File: config.mk
export PLATFORM = sky130hd
export DESIGN_NAME = prot_region_unit
export DESIGN_NICKNAME = d
export VERILOG_FILES = /design/src/rtl/prot_region_pkg.sv /design/src/rtl/prot_region_ctrl.sv /design/src/rtl/prot_region_lookup.sv /design/src/rtl/prot_region_datapath.sv /design/src/rtl/prot_region_unit.sv
export SDC_FILE = /design/constraint.sdc
export NUM_CORES = 1
export LEC_CHECK = 0
export ABC_AREA = 0
export BUFFER_PORTS_ARGS = -buffer_cell sky130_fd_sc_hd__buf_2
export CORE_ASPECT_RATIO = 0.9
export CORE_UTILIZATION = 45
export CTS_CLUSTER_DIAMETER = 50
export DETAILED_ROUTE_END_ITERATION = 16
export PLACE_DENSITY = 0.64
export SETUP_SLACK_MARGIN = 0.5
export SLEW_MARGIN = 10
export SYNTH_ARGS = -nofsm -noshare
export SYNTH_HDL_FRONTEND = slang
export SYNTH_SLANG_ARGS = --single-unit
File: constraint.sdc
create_clock -name clk -period 5.1 [get_ports clk]
set_input_delay 1.02 -clock clk [delete_from_list [all_inputs] [get_ports clk]]
set_output_delay 1.02 -clock clk [all_outputs]
set_load 0.005 [all_outputs]
File: src/rtl/prot_region_pkg.sv
package prot_region_pkg;

  parameter int ADDR_W      = 32;
  parameter int MIN_SHIFT   = 12;
  parameter int NUM_REGIONS = 8;
  parameter int NUM_SIDES   = 2;
  parameter int SIZE_W      = 5;
  parameter int PERM_W      = 2;

  localparam int BASE_W = ADDR_W - MIN_SHIFT;
  localparam int IDX_W  = $clog2(NUM_REGIONS);
  localparam int CFG_W  = BASE_W + SIZE_W + 3 + 2 * PERM_W;

  localparam int SIDE_INSTR = 0;
  localparam int SIDE_DATA  = 1;

  // Field order matches the descriptor word written through the config port.
  typedef struct packed {
    logic [BASE_W-1:0] base;
    logic [SIZE_W-1:0] sizeCode;
    logic              enable;
    logic              cacheable;
    logic              bufferable;
    logic [PERM_W-1:0] supPerm;
    logic [PERM_W-1:0] usrPerm;
  } region_t;

  typedef struct packed {
    logic [NUM_SIDES-1:0][NUM_REGIONS-1:0] wr;
  } cfg_strobe_t;

endpackage

File: src/rtl/prot_region_ctrl.sv
module prot_region_ctrl
  import prot_region_pkg::*;
(
  input  logic             cfgWe,
  input  logic             cfgSide,
  input  logic [IDX_W-1:0] cfgIdx,
  output cfg_strobe_t      strobes
);

  always_comb begin
    strobes = '0;
    for (int s = 0; s < NUM_SIDES; s++) begin
      for (int r = 0; r < NUM_REGIONS; r++) begin
        if (cfgWe && (int'(cfgSide) == s) && (int'(cfgIdx) == r)) begin
          strobes.wr[s][r] = 1'b1;
        end
      end
    end
  end

endmodule

File: src/rtl/prot_region_lookup.sv
module prot_region_lookup
  import prot_region_pkg::*;
(
  input  region_t           regs [NUM_REGIONS],
  input  logic [ADDR_W-1:0] addr,
  input  logic              priv,
  input  logic              isWrite,
  input  logic              valid,
  input  logic              protEn,
  output logic              allow,
  output logic              abort,
  output logic              cacheable,
  output logic              bufferable
);

  logic              hit;
  region_t           winner;
  logic [PERM_W-1:0] perm;
  logic              permOk;

  function automatic logic regionMatch(input region_t rg, input logic [ADDR_W-1:0] a);
    logic [ADDR_W-1:0] mask;
    logic [ADDR_W-1:0] baseAddr;
    int                sh;
    sh       = int'(rg.sizeCode) + MIN_SHIFT;
    mask     = (sh >= ADDR_W) ? '0 : ({ADDR_W{1'b1}} << sh);
    baseAddr = {rg.base, {MIN_SHIFT{1'b0}}};
    return rg.enable && ((a & mask) == (baseAddr & mask));
  endfunction

  // Ascending scan: a later (higher-numbered) match overrides earlier ones.
  always_comb begin
    hit    = 1'b0;
    winner = '0;
    for (int r = 0; r < NUM_REGIONS; r++) begin
      if (regionMatch(regs[r], addr)) begin
        hit    = 1'b1;
        winner = regs[r];
      end
    end
  end

  always_comb begin
    perm   = priv ? winner.supPerm : winner.usrPerm;
    permOk = isWrite ? perm[1] : perm[0];
    if (!protEn) begin
      allow      = 1'b1;
      abort      = 1'b0;
      cacheable  = 1'b0;
      bufferable = 1'b0;
    end else begin
      allow      = hit && permOk;
      abort      = valid && !(hit && permOk);
      cacheable  = hit && winner.cacheable;
      bufferable = hit && winner.bufferable;
    end
  end

endmodule

File: src/rtl/prot_region_datapath.sv
module prot_region_datapath
  import prot_region_pkg::*;
(
  input  logic              clk,
  input  logic              rstN,
  input  logic              protEn,
  input  cfg_strobe_t       strobes,
  input  logic [CFG_W-1:0]  cfgData,
  input  logic              iValid,
  input  logic              iPriv,
  input  logic [ADDR_W-1:0] iAddr,
  output logic              iAllow,
  output logic              iAbort,
  output logic              iCacheable,
  output logic              iBufferable,
  input  logic              dValid,
  input  logic              dPriv,
  input  logic              dWrite,
  input  logic [ADDR_W-1:0] dAddr,
  output logic              dAllow,
  output logic              dAbort,
  output logic              dCacheable,
  output logic              dBufferable
);

  region_t regs [NUM_SIDES][NUM_REGIONS];

  logic [NUM_SIDES-1:0]             sValid, sPriv, sWrite;
  logic [NUM_SIDES-1:0][ADDR_W-1:0] sAddr;
  logic [NUM_SIDES-1:0]             sAllow, sAbort, sCache, sBuf;

  always_ff @(posedge clk or negedge rstN) begin
    if (!rstN) begin
      for (int s = 0; s < NUM_SIDES; s++) begin
        for (int r = 0; r < NUM_REGIONS; r++) begin
          regs[s][r] <= '0;
        end
      end
    end else begin
      for (int s = 0; s < NUM_SIDES; s++) begin
        for (int r = 0; r < NUM_REGIONS; r++) begin
          if (strobes.wr[s][r]) begin
            regs[s][r] <= region_t'(cfgData);
          end
        end
      end
    end
  end

  assign sValid[SIDE_INSTR] = iValid;
  assign sPriv [SIDE_INSTR] = iPriv;
  assign sWrite[SIDE_INSTR] = 1'b0;
  assign sAddr [SIDE_INSTR] = iAddr;
  assign sValid[SIDE_DATA]  = dValid;
  assign sPriv [SIDE_DATA]  = dPriv;
  assign sWrite[SIDE_DATA]  = dWrite;
  assign sAddr [SIDE_DATA]  = dAddr;

  for (genvar s = 0; s < NUM_SIDES; s++) begin : g_side
    prot_region_lookup u_lookup (
      .regs      (regs[s]),
      .addr      (sAddr[s]),
      .priv      (sPriv[s]),
      .isWrite   (sWrite[s]),
      .valid     (sValid[s]),
      .protEn    (protEn),
      .allow     (sAllow[s]),
      .abort     (sAbort[s]),
      .cacheable (sCache[s]),
      .bufferable(sBuf[s])
    );
  end

  assign iAllow      = sAllow[SIDE_INSTR];
  assign iAbort      = sAbort[SIDE_INSTR];
  assign iCacheable  = sCache[SIDE_INSTR];
  assign iBufferable = sBuf[SIDE_INSTR];
  assign dAllow      = sAllow[SIDE_DATA];
  assign dAbort      = sAbort[SIDE_DATA];
  assign dCacheable  = sCache[SIDE_DATA];
  assign dBufferable = sBuf[SIDE_DATA];

endmodule

File: src/rtl/prot_region_unit.sv
module prot_region_unit
  import prot_region_pkg::*;
#(
  parameter int P_ADDR_W  = ADDR_W,
  parameter int P_IDX_W   = IDX_W,
  parameter int P_CFG_W   = CFG_W
) (
  input  logic                clk,
  input  logic                rstN,
  input  logic                protEn,
  input  logic                cfgWe,
  input  logic                cfgSide,
  input  logic [P_IDX_W-1:0]  cfgIdx,
  input  logic [P_CFG_W-1:0]  cfgData,
  input  logic                iValid,
  input  logic                iPriv,
  input  logic [P_ADDR_W-1:0] iAddr,
  output logic                iAllow,
  output logic                iAbort,
  output logic                iCacheable,
  output logic                iBufferable,
  input  logic                dValid,
  input  logic                dPriv,
  input  logic                dWrite,
  input  logic [P_ADDR_W-1:0] dAddr,
  output logic                dAllow,
  output logic                dAbort,
  output logic                dCacheable,
  output logic                dBufferable
);

  cfg_strobe_t strobes;

  prot_region_ctrl u_ctrl (
    .cfgWe  (cfgWe),
    .cfgSide(cfgSide),
    .cfgIdx (cfgIdx),
    .strobes(strobes)
  );

  prot_region_datapath u_dp (
    .clk        (clk),
    .rstN       (rstN),
    .protEn     (protEn),
    .strobes    (strobes),
    .cfgData    (cfgData),
    .iValid     (iValid),
    .iPriv      (iPriv),
    .iAddr      (iAddr),
    .iAllow     (iAllow),
    .iAbort     (iAbort),
    .iCacheable (iCacheable),
    .iBufferable(iBufferable),
    .dValid     (dValid),
    .dPriv      (dPriv),
    .dWrite     (dWrite),
    .dAddr      (dAddr),
    .dAllow     (dAllow),
    .dAbort     (dAbort),
    .dCacheable (dCacheable),
    .dBufferable(dBufferable)
  );

endmodule

Word level (Yosys, flattened, before mapping)
Cells that the tools add are included.

word-level totals
  register bits = 512
  input port bits = 109
  output and inout bits = 8
  word-level logic and storage cells = 336

operators by class
  add/sub/neg operators = 16
  order comparisons = 16
  equal/unequal tests = 23
  shift-type cells = 16
  mux-type cells = 75
  bitwise gates (word level) = 33
  reduce and logical (&&, ||, !) cells = 45

operator list
  cell                                                                 count
  bitwise AND 32 bit                                                   32
  equality test 32 bit                                                 16
  two-way mux 32 bit                                                   16
  left shift 32 x 6 -> 32 bit (first input constant)                   14
  adder 5 x 4 -> 6 bit (second input constant)                         16
  two-way mux 6 bit                                                    16
  greater-or-equal comparator 6 bit (second input constant)            14
  greater-or-equal comparator 32 x 7 -> 1 bit (second input constant)  2
  left shift 32 x 32 -> 32 bit (first input constant)                  2
  logical AND 1 bit                                                    42
  two-way mux 1 bit                                                    42
  equality test 3 bit (second input constant)                          4
  equality test 3 x 2 -> 1 bit (second input constant)                 2
  equality test 3 x 1 -> 1 bit (second input constant)                 1
  zero test 3 bit                                                      1
  zero test 1 bit                                                      2
  two-way mux 2 bit                                                    1
  inverter 1 bit                                                       1

Depth between registers and ports, before layout
Gate-level depths: netlist of run 1.

  depth after elaboration = 20
  depth in mapped cells = 17
  depth with buffers taken out = 14

By module
A second synthesis of run 1 with hierarchy kept.

second synthesis, totals
  cells, all modules = 2781
  area total of the unflattened synthesis = 31437.7 um2

by module, submodules not included
  module                                         times used  cells an instance  area each (um2)
  prot_region_datapath                           1           1121               20244.4
  prot_region_lookup at u_dp.g_side[1].u_lookup  1           819                5532.8
  prot_region_lookup at u_dp.g_side[0].u_lookup  1           814                5456.5
  prot_region_ctrl                               1           27                 203.9

Worst setup path before layout of run 1
OpenSTA, ideal clock, no wires.

  path type = input to output
  from = input port iAddr[17]
  to = output port iAbort
  arrival = 3.974 ns
  required time = 4.080 ns
  path slack = 0.106 ns
  cell stages on the path = 11
  buffers on the path = 1
  cells stage by stage = buf_2 > xnor2_1 > a21oi_1 > a2111o_1 > or4_1 > or4_1 > a211oi_2 > or2_2 > a211oi_1 > o41a_1 > o311a_1

on the way
  longest elaborated chain between the ends = 16
  elaborated cells between the ends (all ways) = 45
  those cells by class = 8 x eq/ne; 18 x mux; 8 x bitwise; 11 x reduce/logical

RTL lines
  element                         RTL line                  text
  start: declaration              prot_region_unit.sv:17    input logic [P_ADDR_W-1:0] iAddr,
  bitwise AND 32 bit              prot_region_lookup.sv:28  return rg.enable && ((a & mask) == (baseAddr & mask));
  equality test 32 bit            prot_region_lookup.sv:28
  logical AND 1 bit               prot_region_lookup.sv:28
  two-way mux 6 bit (8 in a row)  prot_region_lookup.sv:36  if (regionMatch(regs[r], addr)) begin
  two-way mux 1 bit               prot_region_lookup.sv:44  perm = priv ? winner.supPerm : winner.usrPerm;
  logical AND 1 bit *             prot_region_lookup.sv:53  abort = valid && !(hit && permOk);
  zero test 1 bit *               prot_region_lookup.sv:53
  logical AND 1 bit *             prot_region_lookup.sv:53
  two-way mux 1 bit *             prot_region_lookup.sv:46  if (!protEn) begin
  end: declaration                prot_region_unit.sv:19    output logic iAbort,

Mark *: on every way between the ends. The rest lies on a longest branch, timed or not.

Final worst setup path of run 1
  from = register u_dp.regs[394] (netlist name)
  to = output port iAbort

on the way
  longest elaborated chain between the ends = 16
  elaborated cells between the ends (all ways) = 23
  those cells by class = 1 x add/sub; 1 x order compare; 1 x eq/ne; 1 x shift; 13 x mux; 2 x bitwise; 4 x reduce/logical

RTL lines
  element                                                                           RTL line                  text
  adder 5 x 4 -> 6 bit *                                                            prot_region_lookup.sv:25  sh = int'(rg.sizeCode) + MIN_SHIFT;
  left shift 32 x 6 -> 32 bit or greater-or-equal comparator 6 bit (tied branches)  prot_region_lookup.sv:26  mask = (sh >= ADDR_W) ? '0 : ({ADDR_W{1'b1}} << sh);
  two-way mux 32 bit *                                                              prot_region_lookup.sv:26
  bitwise AND 32 bit                                                                prot_region_lookup.sv:28
  equality test 32 bit *                                                            prot_region_lookup.sv:28
  logical AND 1 bit *                                                               prot_region_lookup.sv:28
  two-way mux 6 bit (5 in a row)                                                    prot_region_lookup.sv:36
  two-way mux 1 bit                                                                 prot_region_lookup.sv:44
  logical AND 1 bit *                                                               prot_region_lookup.sv:53
  zero test 1 bit *                                                                 prot_region_lookup.sv:53
  logical AND 1 bit *                                                               prot_region_lookup.sv:53
  two-way mux 1 bit *                                                               prot_region_lookup.sv:46

Marks and branches as above.

==> impl_metrics.prom, run 1 <==
# TYPE chip_impl_metric gauge
chip_impl_info{name="outcome",value="complete, but fails checks"} 1
chip_impl_info{name="violations_in_the_final_reports",value="negative setup slack"} 1
chip_impl_info{name="regToRegEndpoint",value="u_dp.regs[104]"} 1
chip_impl_metric{name="timing.max_cap.violations",unit=""} 0
chip_impl_metric{name="first_global_vias",unit=""} 23300
chip_impl_metric{name="cp_data_arrival_time",unit="ps"} 4460
chip_impl_info{name="worstHoldPathType",value="in2async"} 1
chip_impl_info{name="setup_repair_after_global_routing_missed_its_margin",value="true"} 1
chip_impl_info{name="reg2reg_from",value="u_dp.regs[104]"} 1
chip_impl_metric{name="tritoncts_num_sinks",unit=""} 496
chip_impl_metric{name="vias_per_cell",unit=""} 6.20
chip_impl_metric{name="track_usage",unit="%"} 32.9
chip_impl_metric{name="die_h",unit="µm"} 243
chip_impl_metric{name="cts_buffers",unit=""} 66
chip_impl_metric{name="grt_pass1_wl",unit="mm"} 159
chip_impl_metric{name="dp.final_hpwl",unit="mm"} 71.6
chip_impl_metric{name="finalSetupViolCount",unit=""} 5
chip_impl_metric{name="async_flop_share",unit="%"} 100
chip_impl_metric{name="peakVddDrop",unit="V"} 0.000318
chip_impl_metric{name="layout-area-overhead-vs-synth",unit="%"} 18.6
chip_impl_metric{name="critPathRequiredTime",unit="ps"} 4080
chip_impl_metric{name="synth_sequential_area_ratio",unit="%"} 42.9
chip_impl_info{name="path_cells",value="inv_2, ha_4, inv_4, ha_4, inv_2, o31a_1, a2111o_1, or4_1, or4_4, a211oi_2, buf_6, or2_4, a211oi_2, o41a_1, o311a_1, buf_2"} 1
chip_impl_metric{name="fin_crit_sh",unit="%"} 107
chip_impl_info{name="largest_registers",value="u_dp.regs: 496 flops"} 1
chip_impl_metric{name="power_dens_cells",unit="nW/µm²"} 469
chip_impl_info{name="critPathCaptureType",value="primary output"} 1
chip_impl_info{name="crit_path_top_delay_cell",value="or4_1"} 1
chip_impl_metric{name="dr.first_iter.drc_count",unit=""} 2688
chip_impl_info{name="synth.top_cells.by_count",value="dfrtp_1, mux2_2, clkbuf_1, o21ai_0, xor2_1"} 1
chip_impl_metric{name="dr_total_vias",unit=""} 23700
chip_impl_metric{name="timing.clock.skew",unit="ps"} 0
chip_impl_metric{name="timing.max_slew.rel_slack",unit="%"} 19.4
chip_impl_info{name="worst-setup-path-type",value="reg2out"} 1
chip_impl_metric{name="route.final.wire_length",unit="mm"} 108
chip_impl_metric{name="syn-num-nets",unit=""} 2921
chip_impl_metric{name="cts.reportedPaths.clkPinSlew",unit="ps"} 60
chip_impl_metric{name="drc",unit=""} 0
chip_impl_info{name="synth.area.top_cells",value="dfrtp_1, mux2_2, xor2_1"} 1
chip_impl_metric{name="whs",unit="ps"} 450
chip_impl_metric{name="placeable_core_region",unit="µm²"} 63100
chip_impl_info{name="synth_top_cell_by_area",value="dfrtp_1"} 1
chip_impl_metric{name="wl_per_cell",unit="µm"} 28.4
chip_impl_metric{name="syn-cell-area",unit="µm²"} 29000
chip_impl_metric{name="largest_register_ffs",unit=""} 496
chip_impl_info{name="largest-register",value="u_dp.regs"} 1
chip_impl_metric{name="min_period",unit="ps"} 5480
chip_impl_metric{name="die_area",unit="µm²"} 65400
chip_impl_metric{name="postCtsHoldBufs",unit=""} 0
chip_impl_metric{name="synth_cell_types",unit=""} 78
chip_impl_metric{name="place_inst",unit=""} 3668
chip_impl_metric{name="synth_edf_count",unit=""} 0
chip_impl_info{name="clock-root-buffer",value="clkbuf_16"} 1
chip_impl_metric{name="yosysTopAreaCellShare",unit="%"} 42.9
chip_impl_metric{name="top_level_ports",unit=""} 117
chip_impl_metric{name="worst-path-max-fanout",unit=""} 4
chip_impl_metric{name="ys_warn_count",unit=""} 0
chip_impl_metric{name="grt_antenna_before_repair",unit=""} 6
chip_impl_metric{name="worst_r2r_path_depth",unit=""} 2
chip_impl_info{name="ys_dominant_reg_cell",value="dfrtp_1"} 1
chip_impl_metric{name="detailedPlace.worstSlack",unit="ps"} -86.9
chip_impl_metric{name="cp_slowest_stage_delay",unit="ps"} 470
chip_impl_metric{name="layout.cell_area.non_filler",unit="µm²"} 34400
chip_impl_metric{name="finish.cell_count_without_fillers",unit=""} 3818
chip_impl_metric{name="grt_start_max_net_pins",unit=""} 109
chip_impl_metric{name="max-clock-path-buffers",unit=""} 3
chip_impl_metric{name="initial_core_util",unit="%"} 45.9
chip_impl_info{name="synth_most_common_cell",value="dfrtp_1"} 1
chip_impl_metric{name="postLayoutSetupSlackWorst",unit="ps"} -381
chip_impl_metric{name="routabilityCongestion",unit=""} 0.964
chip_impl_metric{name="finalCoreUtilization",unit="%"} 54.4
chip_impl_metric{name="report.power.total",unit="mW"} 16.1
chip_impl_metric{name="setup_total_negative_slack",unit="ps"} -1280
chip_impl_metric{name="regToRegSetupSlack",unit="ps"} 4050
chip_impl_metric{name="syn_inst",unit=""} 2751
chip_impl_metric{name="finalMaxSlewViolations",unit=""} 0
chip_impl_metric{name="detail-route-antenna-nets",unit=""} 0
chip_impl_metric{name="hold_viol",unit=""} 0
chip_impl_metric{name="global_route.overflow_total",unit=""} 0
chip_impl_metric{name="htree_levels",unit=""} 3
chip_impl_metric{name="core.rowCount",unit=""} 87
chip_impl_metric{name="buffer_ports.inserted",unit=""} 116
chip_impl_metric{name="placed_standard_cell_area",unit="µm²"} 31300
chip_impl_metric{name="synth_area_per_cell",unit="µm²"} 10.5
chip_impl_metric{name="post_route_cells_drive_above_1_share",unit="%"} 33.6
chip_impl_info{name="tritoncts",value="done"} 1
chip_impl_metric{name="nets",unit=""} 3093
chip_impl_metric{name="clock_latency",unit="ps"} 600
chip_impl_metric{name="fmax",unit="GHz"} 0.182
chip_impl_metric{name="worst_slew_pin_slew",unit="ps"} 1210
chip_impl_metric{name="overall_die_width",unit="µm"} 269
chip_impl_info{name="worst_setup_path_start_kind",value="register"} 1
chip_impl_metric{name="synth.ff_latch_count",unit=""} 496
chip_impl_metric{name="power.static_leakage",unit="nW"} 14.7
chip_impl_metric{name="first_pass_iters",unit=""} 5
-- kinds of logic (layout without fill, tap and decap cells) --
| group | count (synthesis) | in the layout | share of synthesized area [%] |
|---|---|---|---|
| and+or+nand+nor | 439 | 439 | 7.88 |
| xor gates and xnor gates | 322 | 322 | 9.74 |
| adders and majority gates | 69 | 69 | 2.91 |
| buffers and inverters | 304 | 524 | 4.04 |
| AOI/OAI and AO/OA | 658 | 658 | 14.6 |
| other | 0 | 2 | 0 |
| muxes | 463 | 463 | 18.0 |
| DFF | 496 | 496 | 42.9 |
-- critical path, delay by kind of cell (launching register included) --
family	cells	cell delay [ps]
compound gates	6	1520
simple gates	3	1040
buf+inv	5	460
fa+ha+maj	2	420
flops	1	390
-- where the power goes --
group          leakage (nW)  total, mW  switching (mW)  internal (mW)
clock                  1.10       4.76            1.89           2.87
combinational          7.52       5.70            3.10           2.60
sequential             6.07       5.64           0.784           4.86
total                  14.7       16.1            5.77           10.3
-- area by class of cell --
type | instances | area [µm²]
Clock buffer | 91 | 1970
Fill cell | 5548 | 28800
Timing Repair Buffer | 305 | 2240
Multi-Input combinational cell | 1951 | 16000
Clock inverter | 25 | 265
Antenna cell | 2 | 5.00
Sequential cell | 496 | 12400
Tap cell | 845 | 1060
Inverter | 103 | 390
-- layer usage --
metal / GRT usage, % / vias to the layer above / wire length [µm] / share of wire (%)
met2: 47.7 / 1143 / 46200 / 43
met4: 12.6 / 2 / 3970 / 3.7
met5: 0 / - / 11 / 0.010
met1: 47.7 / 12100 / 48400 / 45
li1: - / 10200 / - / -
met3: 7.20 / 233 / 9630 / 8.9
-- cell usage in the layout, fill, tap and decap left out, types with 10 or more instances in the layout --
master	synthesis	final
a21o_1	10	10
a21oi_1	162	159
a221oi_1	12	11
a22oi_1	13	12
a31oi_1	41	40
and3_1	10	10
buf_12	0	13
buf_2	15	115
buf_4	1	159
buf_6	1	17
clkbuf_16	0	69
clkbuf_8	0	16
dfrtp_1	496	495
ha_1	61	47
inv_1	102	86
inv_2	0	15
mux2_2	458	458
nand2_1	116	113
nand2b_1	41	34
nand3_1	21	20
nand3b_1	18	18
nand4_1	11	11
nor2_1	80	69
nor2b_1	40	33
nor3_1	35	29
nor3b_1	14	11
o2111ai_1	21	20
o211ai_1	25	25
o21ai_0	177	170
o21bai_1	19	18
o22ai_1	29	28
o31ai_1	13	11
xnor2_1	149	148
xor2_1	173	171
-- repair_timing --
item / CTS / global route
setup buffers: 29 / 3
gates resized for setup: 106 / 39
setup endpoints to repair: 8 / 8
pin swaps: 38 / 21
-- worst max-delay path by stage --
stage	from	to	slack, ps	cells after the start
detailed placement	iAddr[7]	iAbort	-90	14
global route	u_dp.regs[458]	iAbort	-520	16
finish	u_dp.regs[394]	iAbort	-380	16
floorplan	iAddr[17]	iAbort	310	11
global placement	iAddr[7]	iAbort	-100	14
CTS	u_dp.regs[393]	iAbort	-450	16
No activity file was read; power rests on OpenSTA's default activity.
==> inputs of run 2 (changes only) <==
--- a/config.mk
+++ b/config.mk
@@ -11,8 +11,8 @@
 export CORE_UTILIZATION = 45
 export CTS_CLUSTER_DIAMETER = 50
 export DETAILED_ROUTE_END_ITERATION = 16
-export PLACE_DENSITY = 0.64
 export SETUP_SLACK_MARGIN = 0.5
+export SKIP_LAST_GASP = 1
 export SLEW_MARGIN = 10
 export SYNTH_ARGS = -nofsm -noshare
 export SYNTH_HDL_FRONTEND = slang
==> impl_metrics.prom, run 2 (same netlist as run 1, synthesis figures left out) <==
# TYPE chip_impl_metric gauge
chip_impl_metric{name="postLayoutSetupSlackWorst",unit="ps"} -309
chip_impl_metric{name="overall_die_width",unit="µm"} 269
chip_impl_metric{name="critPathRequiredTime",unit="ps"} 4080
chip_impl_info{name="outcome",value="complete, but fails checks"} 1
chip_impl_metric{name="worst-path-max-fanout",unit=""} 3
chip_impl_info{name="path_cells",value="inv_2, ha_4, inv_2, ha_4, inv_2, o31a_1, a2111o_1, or4_1, or4_4, a211oi_2, buf_4, or2_4, a211oi_2, o41a_1, o311a_1, buf_2"} 1
chip_impl_metric{name="global_route.overflow_total",unit=""} 0
chip_impl_info{name="worst_path_most_repeated_cell",value="inv_2"} 1
chip_impl_metric{name="finalSetupViolCount",unit=""} 5
chip_impl_metric{name="detail-route-antenna-nets",unit=""} 0
chip_impl_metric{name="timing.max_slew.rel_slack",unit="%"} 17.9
chip_impl_metric{name="drc",unit=""} 0
chip_impl_metric{name="dr_total_vias",unit=""} 23600
chip_impl_metric{name="whs",unit="ps"} 424
chip_impl_info{name="violations_in_the_final_reports",value="negative setup slack"} 1
chip_impl_info{name="setup_repair_after_global_routing_missed_its_margin",value="true"} 1
chip_impl_info{name="largest-register",value="u_dp.regs"} 1
chip_impl_metric{name="cp_slowest_stage_delay",unit="ps"} 460
chip_impl_metric{name="grt_antenna_before_repair",unit=""} 6
chip_impl_metric{name="top_level_ports",unit=""} 117
chip_impl_info{name="worst_setup_path_start_kind",value="register"} 1
chip_impl_metric{name="cts_buffers",unit=""} 72
chip_impl_metric{name="cp_data_arrival_time",unit="ps"} 4390
chip_impl_metric{name="largest_register_ffs",unit=""} 496
chip_impl_metric{name="die_h",unit="µm"} 243
chip_impl_metric{name="peakVddDrop",unit="V"} 0.000276
chip_impl_metric{name="fmax",unit="GHz"} 0.185
chip_impl_metric{name="tritoncts_num_sinks",unit=""} 496
chip_impl_metric{name="first_global_vias",unit=""} 22700
chip_impl_info{name="cp_top_family",value="compound AO/OA/AOI/OAI gates"} 1
chip_impl_metric{name="grt_pass1_wl",unit="mm"} 155
chip_impl_metric{name="dp.final_hpwl",unit="mm"} 70.8
chip_impl_metric{name="diodes",unit=""} 0
chip_impl_metric{name="layout-area-overhead-vs-synth",unit="%"} 20.1
chip_impl_info{name="tritoncts",value="done"} 1
chip_impl_metric{name="buffer_ports.inserted",unit=""} 116
chip_impl_metric{name="die_area",unit="µm²"} 65400
chip_impl_metric{name="worst_slew_pin_slew",unit="ps"} 1230
chip_impl_metric{name="finalMaxSlewViolations",unit=""} 0
chip_impl_metric{name="regToRegSetupSlack",unit="ps"} 4050
chip_impl_metric{name="dr.first_iter.drc_count",unit=""} 2739
chip_impl_info{name="crit_path_top_delay_cell",value="or4_1"} 1
chip_impl_metric{name="timing.clock.skew",unit="ps"} 0
chip_impl_metric{name="fin_crit_sh",unit="%"} 106
chip_impl_metric{name="power.static_leakage",unit="nW"} 14.9
chip_impl_metric{name="core.rowCount",unit=""} 87
chip_impl_metric{name="setup_total_negative_slack",unit="ps"} -999
chip_impl_metric{name="route.final.wire_length",unit="mm"} 106
chip_impl_metric{name="power_dens_cells",unit="nW/µm²"} 481
chip_impl_info{name="layout_common_cells",value="dfrtp_1, mux2_2, buf_4"} 1
chip_impl_metric{name="clock_latency",unit="ps"} 600
chip_impl_info{name="critPathCaptureType",value="primary output"} 1
chip_impl_metric{name="timing.max_cap.violations",unit=""} 0
chip_impl_metric{name="initial_core_util",unit="%"} 45.9
chip_impl_metric{name="cts.reportedPaths.clkPinSlew",unit="ps"} 60
chip_impl_metric{name="placeable_core_region",unit="µm²"} 63100
chip_impl_info{name="worst-setup-path-type",value="reg2out"} 1
chip_impl_metric{name="wl_per_cell",unit="µm"} 27.5
chip_impl_info{name="worstHoldPathType",value="in2async"} 1
chip_impl_metric{name="cp.buffers_inverters",unit=""} 5
chip_impl_metric{name="hold_viol",unit=""} 0
chip_impl_metric{name="vias_per_cell",unit=""} 6.12
chip_impl_metric{name="nets",unit=""} 3121
chip_impl_info{name="reg2reg_from",value="u_dp.regs[104]"} 1
chip_impl_metric{name="first_pass_iters",unit=""} 8
chip_impl_metric{name="grt_start_max_net_pins",unit=""} 123
chip_impl_metric{name="postCtsHoldBufs",unit=""} 0
chip_impl_info{name="clock-root-buffer",value="clkbuf_16"} 1
chip_impl_info{name="layout.cells.most_common",value="dfrtp_1"} 1
chip_impl_metric{name="track_usage",unit="%"} 31.9
chip_impl_metric{name="htree_levels",unit=""} 3
chip_impl_metric{name="routabilityCongestion",unit=""} 1.00
chip_impl_metric{name="total_of_fill_cells_in_the_finished_design",unit=""} 5456
chip_impl_metric{name="post_route_cells_drive_above_1_share",unit="%"} 34.4
chip_impl_info{name="largest_registers",value="u_dp.regs: 496 flops"} 1
chip_impl_info{name="regToRegEndpoint",value="u_dp.regs[104]"} 1
chip_impl_metric{name="worst_r2r_path_depth",unit=""} 2
chip_impl_metric{name="min_period",unit="ps"} 5410
chip_impl_metric{name="max-clock-path-buffers",unit=""} 3
[run 2: metal layers]
| metal | part of all wire (%) | GRT usage, % |
|---|---|---|
| met2 | 42 | 46.0 |
| met4 | 3.2 | 10.2 |
| met1 | 45 | 46.7 |
| met5 | 0.0094 | 0 |
| met3 | 9.3 | 7.82 |
[run 2: cell type report]
| cell class | instances | area (µm²) | area share [%] |
|---|---|---|---|
| Multi-Input combinational cell | 1951 | 16000 | 46.1 |
| Sequential cell | 496 | 12400 | 35.7 |
| Timing Repair Buffer | 327 | 2330 | 6.71 |
| Clock buffer | 88 | 1990 | 5.71 |
| Tap cell | 845 | 1060 | 3.04 |
| Clock inverter | 45 | 578 | 1.66 |
| Inverter | 103 | 389 | 1.12 |
[run 2: repair_timing]
item | in CTS | in global routing
resized for setup | 67 | 80
pin swaps | 26 | 42
setup buffers | 18 | 22
setup endpoints to repair | 8 | 8
[run 2: worst max-delay path by stage]
| stage | startpoint | endpoint | slack, ps | cells after the start |
|---|---|---|---|---|
| floorplan | iAddr[17] | iAbort | 310 | 11 |
| finish | u_dp.regs[393] | iAbort | -310 | 16 |
| detailed placement | iAddr[7] | iAbort | -200 | 14 |
| global route | u_dp.regs[297] | iAbort | -460 | 16 |
| CTS | u_dp.regs[393] | iAbort | -410 | 16 |
| global placement | iAddr[7] | iAbort | -220 | 14 |
[run 2: power breakdown]
part / leakage [nW] / internal [mW] / switching (mW)
clock network: 1.25 / 3.29 / 2.05
registers: 6.07 / 4.86 / 0.767
logic: 7.62 / 2.65 / 3.12
total: 14.9 / 10.8 / 5.94
[run 2: through the flow]
| stage | cells | power, mW | utilization, % | worst slack [ps] | area (µm²) |
|---|---|---|---|---|---|
| floorplan | 2751 | 9.01 | - | 306 | 29100 |
| global placement | 3682 | 10.7 | 49.6 | -221 | 31300 |
| detailed placement | 3682 | 10.8 | 49.6 | -198 | 31300 |
| CTS | 3833 | 16.4 | 54.3 | -409 | 34300 |
| global route | 3855 | 17.5 | 55.1 | -459 | 34800 |
| finish | 3855 | 16.7 | 55.1 | -309 | 34800 |
